<file path="src/rtl/hdt_pkg.sv">
package hdt_pkg;
  localparam int WORD_W = 16;
  localparam int OP_W   = 3;
  localparam int SEQ_W  = 4;

  typedef enum logic [1:0] {
    CLS_MEM = 2'd0,
    CLS_REG = 2'd1,
    CLS_IO  = 2'd2
  } ins_class_e;
endpackage

</file>
<file path="src/rtl/hdt_ir_reg.sv">
module hdt_ir_reg #(
  parameter int WORD_W = 16
) (
  input  logic              clk_i,
  input  logic              rst_ni,
  input  logic              load_i,
  input  logic [WORD_W-1:0] word_i,
  output logic [WORD_W-2:0] body_o,
  output logic              mode_o
);
  logic [WORD_W-2:0] body_q;
  logic              mode_q;

  // mode bit held in its own flop, separate from the rest of the word
  always_ff @(posedge clk_i or negedge rst_ni) begin
    if (!rst_ni) begin
      body_q <= '0;
      mode_q <= 1'b0;
    end else if (load_i) begin
      body_q <= word_i[WORD_W-2:0];
      mode_q <= word_i[WORD_W-1];
    end
  end

  assign body_o = body_q;
  assign mode_o = mode_q;

  assert_ir_load_R1: assert property (@(posedge clk_i) disable iff (!rst_ni)
    load_i |=> {mode_q, body_q} == $past(word_i));
  assert_ir_hold_R8: assert property (@(posedge clk_i) disable iff (!rst_ni)
    !load_i |=> $stable(body_q) && $stable(mode_q));
endmodule

</file>
<file path="src/rtl/hdt_onehot_dec.sv">
module hdt_onehot_dec #(
  parameter int IN_W = 3,
  localparam int OUT_N = 1 << IN_W
) (
  input  logic [IN_W-1:0]  sel_i,
  output logic [OUT_N-1:0] line_o
);
  for (genvar k = 0; k < OUT_N; k++) begin : g_line
    assign line_o[k] = (sel_i == IN_W'(k));
  end
endmodule

</file>
<file path="src/rtl/hdt_seq_cnt.sv">
module hdt_seq_cnt #(
  parameter int SEQ_W = 4
) (
  input  logic             clk_i,
  input  logic             rst_ni,
  input  logic             inc_i,
  input  logic             clr_i,
  output logic [SEQ_W-1:0] cnt_o
);
  logic [SEQ_W-1:0] cnt_q;

  // clear has priority over increment; natural wrap at the top count
  always_ff @(posedge clk_i or negedge rst_ni) begin
    if (!rst_ni)    cnt_q <= '0;
    else if (clr_i) cnt_q <= '0;
    else if (inc_i) cnt_q <= cnt_q + 1'b1;
  end

  assign cnt_o = cnt_q;

  assert_seq_clr_R6: assert property (@(posedge clk_i) disable iff (!rst_ni)
    clr_i |=> cnt_q == '0);
  assert_seq_inc_R4: assert property (@(posedge clk_i) disable iff (!rst_ni)
    (!clr_i && inc_i) |=> cnt_q == SEQ_W'($past(cnt_q) + 1'b1));
  assert_seq_hold_R7: assert property (@(posedge clk_i) disable iff (!rst_ni)
    (!clr_i && !inc_i) |=> $stable(cnt_q));
endmodule

</file>
<file path="src/rtl/hdt_class_dec.sv">
module hdt_class_dec
  import hdt_pkg::*;
#(
  parameter int OP_W = 3
) (
  input  logic [OP_W-1:0] op_i,
  input  logic            mode_i,
  output logic            mem_o,
  output logic            reg_o,
  output logic            io_o
);
  ins_class_e cls;

  always_comb begin
    if (op_i != '1) cls = CLS_MEM;
    else if (mode_i) cls = CLS_IO;
    else cls = CLS_REG;
  end

  assign mem_o = (cls == CLS_MEM);
  assign reg_o = (cls == CLS_REG);
  assign io_o  = (cls == CLS_IO);
endmodule

</file>
<file path="src/rtl/hdt_top.sv">
module hdt_top #(
  parameter int WORD_W = 16,
  parameter int OP_W   = 3,
  parameter int SEQ_W  = 4,
  localparam int ADDR_W = WORD_W - OP_W - 1,
  localparam int OP_N   = 1 << OP_W,
  localparam int T_N    = 1 << SEQ_W
) (
  input  logic              clk_i,
  input  logic              rst_ni,
  input  logic              ir_load_i,
  input  logic [WORD_W-1:0] instr_i,
  input  logic              seq_inc_i,
  input  logic              seq_clr_i,
  output logic [OP_N-1:0]   op_line_o,
  output logic              mode_o,
  output logic [ADDR_W-1:0] addr_o,
  output logic [T_N-1:0]    tpulse_o,
  output logic              cls_mem_o,
  output logic              cls_reg_o,
  output logic              cls_io_o
);
  logic [WORD_W-2:0] body;
  logic              mode;
  logic [OP_W-1:0]   opcode;
  logic [SEQ_W-1:0]  cnt;

  hdt_ir_reg #(.WORD_W(WORD_W)) u_ir (
    .clk_i (clk_i),
    .rst_ni(rst_ni),
    .load_i(ir_load_i),
    .word_i(instr_i),
    .body_o(body),
    .mode_o(mode)
  );

  assign opcode = body[WORD_W-2 -: OP_W];
  assign addr_o = body[ADDR_W-1:0];
  assign mode_o = mode;

  hdt_onehot_dec #(.IN_W(OP_W)) u_op_dec (
    .sel_i (opcode),
    .line_o(op_line_o)
  );

  hdt_seq_cnt #(.SEQ_W(SEQ_W)) u_seq (
    .clk_i (clk_i),
    .rst_ni(rst_ni),
    .inc_i (seq_inc_i),
    .clr_i (seq_clr_i),
    .cnt_o (cnt)
  );

  hdt_onehot_dec #(.IN_W(SEQ_W)) u_t_dec (
    .sel_i (cnt),
    .line_o(tpulse_o)
  );

  hdt_class_dec #(.OP_W(OP_W)) u_cls (
    .op_i  (opcode),
    .mode_i(mode),
    .mem_o (cls_mem_o),
    .reg_o (cls_reg_o),
    .io_o  (cls_io_o)
  );

  assert_op_onehot_R2: assert property (@(posedge clk_i) disable iff (!rst_ni)
    $countones(op_line_o) == 1);
  assert_t_onehot_R5: assert property (@(posedge clk_i) disable iff (!rst_ni)
    $countones(tpulse_o) == 1);
  assert_cls_excl_R9: assert property (@(posedge clk_i) disable iff (!rst_ni)
    $countones({cls_mem_o, cls_reg_o, cls_io_o}) == 1);
  assert_io_mode_R3: assert property (@(posedge clk_i) disable iff (!rst_ni)
    (cls_io_o || cls_reg_o) |-> (op_line_o[OP_N-1] && (mode_o == cls_io_o)));
  assert_clr_pulse_R6: assert property (@(posedge clk_i) disable iff (!rst_ni)
    seq_clr_i |=> tpulse_o[0]);
endmodule

</file>
<file path="config.mk">
export PLATFORM = sky130hd
export DESIGN_NAME = hdt_top
export DESIGN_NICKNAME = d
export VERILOG_FILES = /design/src/rtl/hdt_pkg.sv /design/src/rtl/hdt_ir_reg.sv /design/src/rtl/hdt_onehot_dec.sv /design/src/rtl/hdt_seq_cnt.sv /design/src/rtl/hdt_class_dec.sv /design/src/rtl/hdt_top.sv
export SDC_FILE = /design/constraint.sdc
export NUM_CORES = 1
export LEC_CHECK = 0
export CAP_MARGIN = 25
export CORE_ASPECT_RATIO = 0.7
export CORE_MARGIN = 2
export CORE_UTILIZATION = 39
export CTS_CLUSTER_SIZE = 10
export DETAILED_ROUTE_END_ITERATION = 8
export PLACE_DENSITY = 0.83
export SETUP_SLACK_MARGIN = 0.02
export SLEW_MARGIN = 30
export SYNTH_ARGS = -nofsm -noshare
export SYNTH_HDL_FRONTEND = slang
export SYNTH_SLANG_ARGS = --single-unit
</file>
<file path="constraint.sdc">
create_clock -name clk_i -period 1.2 [get_ports clk_i]
set_input_delay 0.18 -clock clk_i [delete_from_list [all_inputs] [get_ports clk_i]]
set_output_delay 0.18 -clock clk_i [all_outputs]
set_load 0.05 [all_outputs]
</file>
; After elaboration in Yosys (flattened, before gate mapping)
; Index checks and enable logic that the tools add are counted.
[classes]
add_sub_neg = 1
n_mux = 4
reduce_logical = 4
n_eq_ne = 25
[op_table]
columns = cell, count
row1 = == test 4 bit (second input constant), 8
row2 = == test 4 x 3 -> 1 bit (second input constant), 4
row3 = == test 3 bit (second input constant), 4
row4 = == test 4 x 2 -> 1 bit (second input constant), 2
row5 = 2-to-1 mux 4 bit, 2
row6 = == test 3 x 2 -> 1 bit (second input constant), 2
row7 = adder 4 x 1 -> 4 bit (second input constant), 1
row8 = == test 4 x 1 -> 1 bit (second input constant), 1
row9 = logical NOT 4 bit, 1
row10 = 2-to-1 mux 2 bit, 2
row11 = == test 3 x 1 -> 1 bit (second input constant), 1
row12 = logical NOT 3 bit, 1
row13 = inequality test 3 bit (second input constant), 1
row14 = == test 2 x 1 -> 1 bit (second input constant), 1
row15 = == test 2 bit (second input constant), 1
row16 = logical NOT 2 bit, 1
row17 = nonzero test 2 bit, 1
[totals]
register_bits = 20
inputBits = 21
word_cells = 37
output_inout_bits = 40

; Logic depth before layout (Yosys ltp)
[depth]
depth_word = 3
ltp_mapped = 4
depth_no_buf = 4

; Modules after synthesis
; From an unflattened synthesis, not the netlist that was laid out.
[unflattened]
cells_unflattened = 81
area_unflattened_um2 = 1157.4
[by_module_without_submodules]
columns = mod, cells_per_inst, seq_area_each_um2, instances, area_per_inst_um2
row1 = hdt_ir_reg, 34, 400.4, 1, 649.4
row2 = hdt_onehot_dec (u_t_dec), 20, 0.0, 1, 226.5
row3 = hdt_seq_cnt, 16, 100.1, 1, 192.7
row4 = hdt_onehot_dec (u_op_dec), 8, 0.0, 1, 65.1
row5 = hdt_class_dec, 3, 0.0, 1, 23.8

; Worst setup path after synthesis
; OpenSTA, ideal clock, no wires.
[synth_path]
path_kind = register -> output
start = register u_ir.body_q[14] (netlist: u_ir.body_o[14])
end = output cls_reg_o
arrival_time_ns = 2.047
n_path_buf = 0
path_stages_with_launch = 4
required_time_ns = 1.020
path_slack_ns = -1.027
cell_sequence = dfrtp_1 and3_1 inv_1 nor2_1
[synth_between]
elab_chain_len = 3
[synth_lines]
columns = element, line_no
row1 = start: declaration, hdt_ir_reg.sv:11  ; logic [WORD_W-2:0] body_q;
row2 = start signal: assignment, hdt_ir_reg.sv:20  ; body_q <= word_i[WORD_W-2:0];
row3 = inequality test 3 bit, hdt_class_dec.sv:15  ; if (op_i != '1) cls = CLS_MEM;
row4 = 2-to-1 mux 2 bit, hdt_class_dec.sv:15
row5 = == test 2 x 1 -> 1 bit, hdt_class_dec.sv:21  ; assign reg_o = (cls == CLS_REG);
row6 = end: declaration, hdt_top.sv:20  ; output logic cls_reg_o,
; Every way passes these cells.

; Worst setup path in the final report
[layout_path]
start = register u_seq.cnt_q[0] (netlist: u_seq.cnt_o[0])
end = output tpulse_o[12]
[layout_between]
elab_chain_len = 1
[layout_lines]
columns = element, line_no
row1 = start: declaration, hdt_seq_cnt.sv:10  ; logic [SEQ_W-1:0] cnt_q;
row2 = start signal: assignment, hdt_seq_cnt.sv:16  ; else if (inc_i) cnt_q <= cnt_q + 1'b1;
row3 = == test 4 bit, hdt_onehot_dec.sv:9  ; assign line_o[k] = (sel_i == IN_W'(k));
row4 = end: declaration, hdt_top.sv:18  ; output logic [T_N-1:0] tpulse_o,
; Every way passes these cells.

==> results_dict.tcl <==
set metrics [dict create \
    relSlewSlack 0.827 \
    cts_tree "yes" \
    ys.flop_type "dfrtp_1" \
    yosys-top-cells-area "dfrtp_1 (43%), mux2_4 (14%), buf_4 (7.8%), and2_1 (7.0%), mux2_2 (5.8%)" \
    synth_top_cell_by_area "dfrtp_1" \
    startpoint "u_seq.cnt_o[0]$_DFFE_PN0P_" \
    hp-class "in -> async" \
    synth_seq_cells 20 \
    yosysTopAreaCellShare 0.431 \
    dieWidth_um 69.2 \
    viasPerCell 5.03 \
    cts_buffers 3 \
    grt-ovfl-total 0 \
    fin_ws_ns -0.344 \
    stdcell_count 201 \
    grt_pass1_vias 1173 \
    synth_cells 98 \
    multiInputGateArea_um2 727 \
    crit_path_start_kind "flip-flop" \
    violations "negative setup slack" \
    regToRegEndpoint "u_seq.cnt_o[3]$_DFFE_PN0P_" \
    fp.dieH_um 49.7 \
    pwr_density_cell_mw_per_mm2 969 \
    drive_above_1_share 0.758 \
    antenna_found_initial 0 \
    rsz0062_at_grt "true" \
    grt_pass1_wl_um 6800 \
    syn-num-nets 123 \
    ys_async_sr_fraction 1.00 \
    finClkSkew_ns 0.00625 \
    tightest_slew_ns 0.260 \
    setup_viol 29 \
    ys_types 23 \
    core-area_mm2 0.00282 \
    drc 0 \
    clockRootBuffer "clkbuf_8" \
    synth-compound-area-share 0.0129 \
    detail_route.wl_per_cell_um 21.8 \
    synth-simple-area-share 0.190 \
    row_count 16 \
    reg2reg_from "u_seq.cnt_o[2]$_DFFE_PN0P_" \
    worst-r2r-cell-count 4 \
    fmaxAchievable_ghz 0.648 \
    syn_to_final_growth_pct 117 \
    synth-edff-count 0 \
    fillCellCount 101 \
    post-place-cells 190 \
    clock-sinks 20 \
    die_area_mm2 0.00344 \
    synth_commonest_cells "dfrtp_1 (20), and2_1 (13), buf_4 (12)" \
    post-synth-top-count-cell "dfrtp_1" \
    post-route-period-util 1.29 \
    hold_buffers 0 \
    muxShareOfSynthArea 0.209 \
    drv_slew 0 \
    initial_core_util 0.411 \
    max-clock-path-buffers 2 \
    place_congestion 0.818 \
    yosysWarnings 0 \
    required_ns 1.02 \
    synth_top_family_by_area "multiplexers" \
    n_antenna_cell 0 \
    crit_fanout 4 \
    io-pin-count 61 \
    grt_start_max_net_pins 21 \
    drv_cap 0 \
    worstSetupEndpoint "tpulse_o[12]" \
    status "complete, but fails checks" \
    rrSetupSlack_ns -0.13 \
    clk_pin_slew_ns 0.07 \
    clk_latency_ns 0.27 \
    seqCellArea_um2 510 \
    synth.avg_cell_area_um2 11.8 \
    initialDrtViolationCount 34 \
    end_kind "output pin" \
    grt_use_total 0.267 \
    hold_violations 0 \
    numPortBuffers 60 \
    p_leak_nw 1.09 \
    layout_min_cycle_time_ns 1.54 \
    worst-setup-path-type "reg -> out" \
    vdd_ir_drop_max_v 0.00104 \
    drtPass1Iterations 4 \
    place_hpwl_um 2810 \
    nets 191 \
    synth_fa_ha_area_frac 0.0431 \
    final_area_mm2 0.00252 \
    drt-total-wl_um 4390 \
    cp_data_arrival_time_ns 1.36 \
    placed_area_mm2 0.00224 \
    dr_total_vias 1012 \
    synth_xor_area_frac 0.00754 \
    seq_area_frac_synth 0.431 \
    antenna_left 0 \
    htreeDepth 1 \
    synth_area_mm2 0.00116 \
]
sequential cells by signal, summed over array words and instances (netlist names):
signal       count
u_seq.cnt_o      4
u_ir.body_o     15
u_ir.mode_o      1
kinds of logic (layout without fill, tap and decap cells):
group / count (synthesis) / count (layout)
buf+inv: 17 / 84
mux: 18 / 18
simple gates: 36 / 36
fa+ha+maj: 4 / 4
xor+xnor: 1 / 1
compound gates: 2 / 2
flops: 20 / 20
cells in the final DEF (no fill, tap or decap), types with 2 or more instances in the layout:
cell	synthesis	layout
buf_12	0	41
clkdlybuf4s50_1	0	20
dfrtp_1	20	12
mux2_4	11	11
buf_4	12	10
and2_4	0	9
dfrtp_2	0	8
mux2_2	6	6
and3_4	0	5
and2_2	0	4
ha_4	0	4
buf_6	2	4
nor3b_4	0	3
nor2_1	6	3
clkbuf_8	0	3
nor2_4	0	2
and3b_2	0	2
inv_4	0	2
buf_8	0	2
stage by stage:
stage               worst slack (ns)  hold slack (ns)  setup TNS (ns)  power (mW)   util
floorplan                     -0.398           -0.116           -1.01        1.34      -
global placement              -0.116            0.531           -1.73        1.81  0.794
detailed placement            -0.146            0.536           -2.95        1.85  0.794
CTS                           -0.308            0.272           -6.34        2.39  0.879
global route                  -0.383            0.291           -8.30        2.53  0.892
finish                        -0.344            0.256           -7.18        2.44  0.892
metal layers:
layer,track usage,vias up,wire (um)
met1,0.300,518,1710
met5,0,-,0
met4,0.105,0,112
li1,-,450,-
met3,0.0593,11,151
met2,0.495,33,2410
critical path: stages (launching register included):
cell and delay (ns):
dfrtp_2 0.48, inv_4 0.11, ha_4 0.16, and3_4 0.21
buf_12 0.13
what timing repair did:
action                                  in CTS  in global routing
endpoints found under the setup margin      28                 30
gates resized for setup                     47                  7
pin swaps                                   10                  6
buffers inserted                             5                  3
final cells by class:
type	count	share of cell area
repair buffers	77	0.465
multi-input cells	61	0.289
flip-flops and latches	20	0.203
inverters	3	0.00795
well taps	36	0.0179
clock buffers	4	0.0179
how the worst min path moves through the flow:
stage / startpoint / to / cells past startpoint
after floorplan: rst_ni / u_ir.body_o[0]$_DFFE_PN0P_ / 0
after global placement: rst_ni / u_ir.body_o[10]$_DFFE_PN0P_ / 2
after detailed placement: rst_ni / u_ir.body_o[10]$_DFFE_PN0P_ / 2
after CTS: rst_ni / u_ir.body_o[14]$_DFFE_PN0P_ / 2
after global routing: rst_ni / u_ir.body_o[14]$_DFFE_PN0P_ / 2
final: rst_ni / u_ir.body_o[14]$_DFFE_PN0P_ / 2
report_power, final:
group          switching [mW]  internal, mW
Clock                   0.222         0.237
Combinational           0.556         0.598
Sequential             0.0874         0.739
Total                   0.866          1.57
No activity file was read; power rests on OpenSTA's default activity.
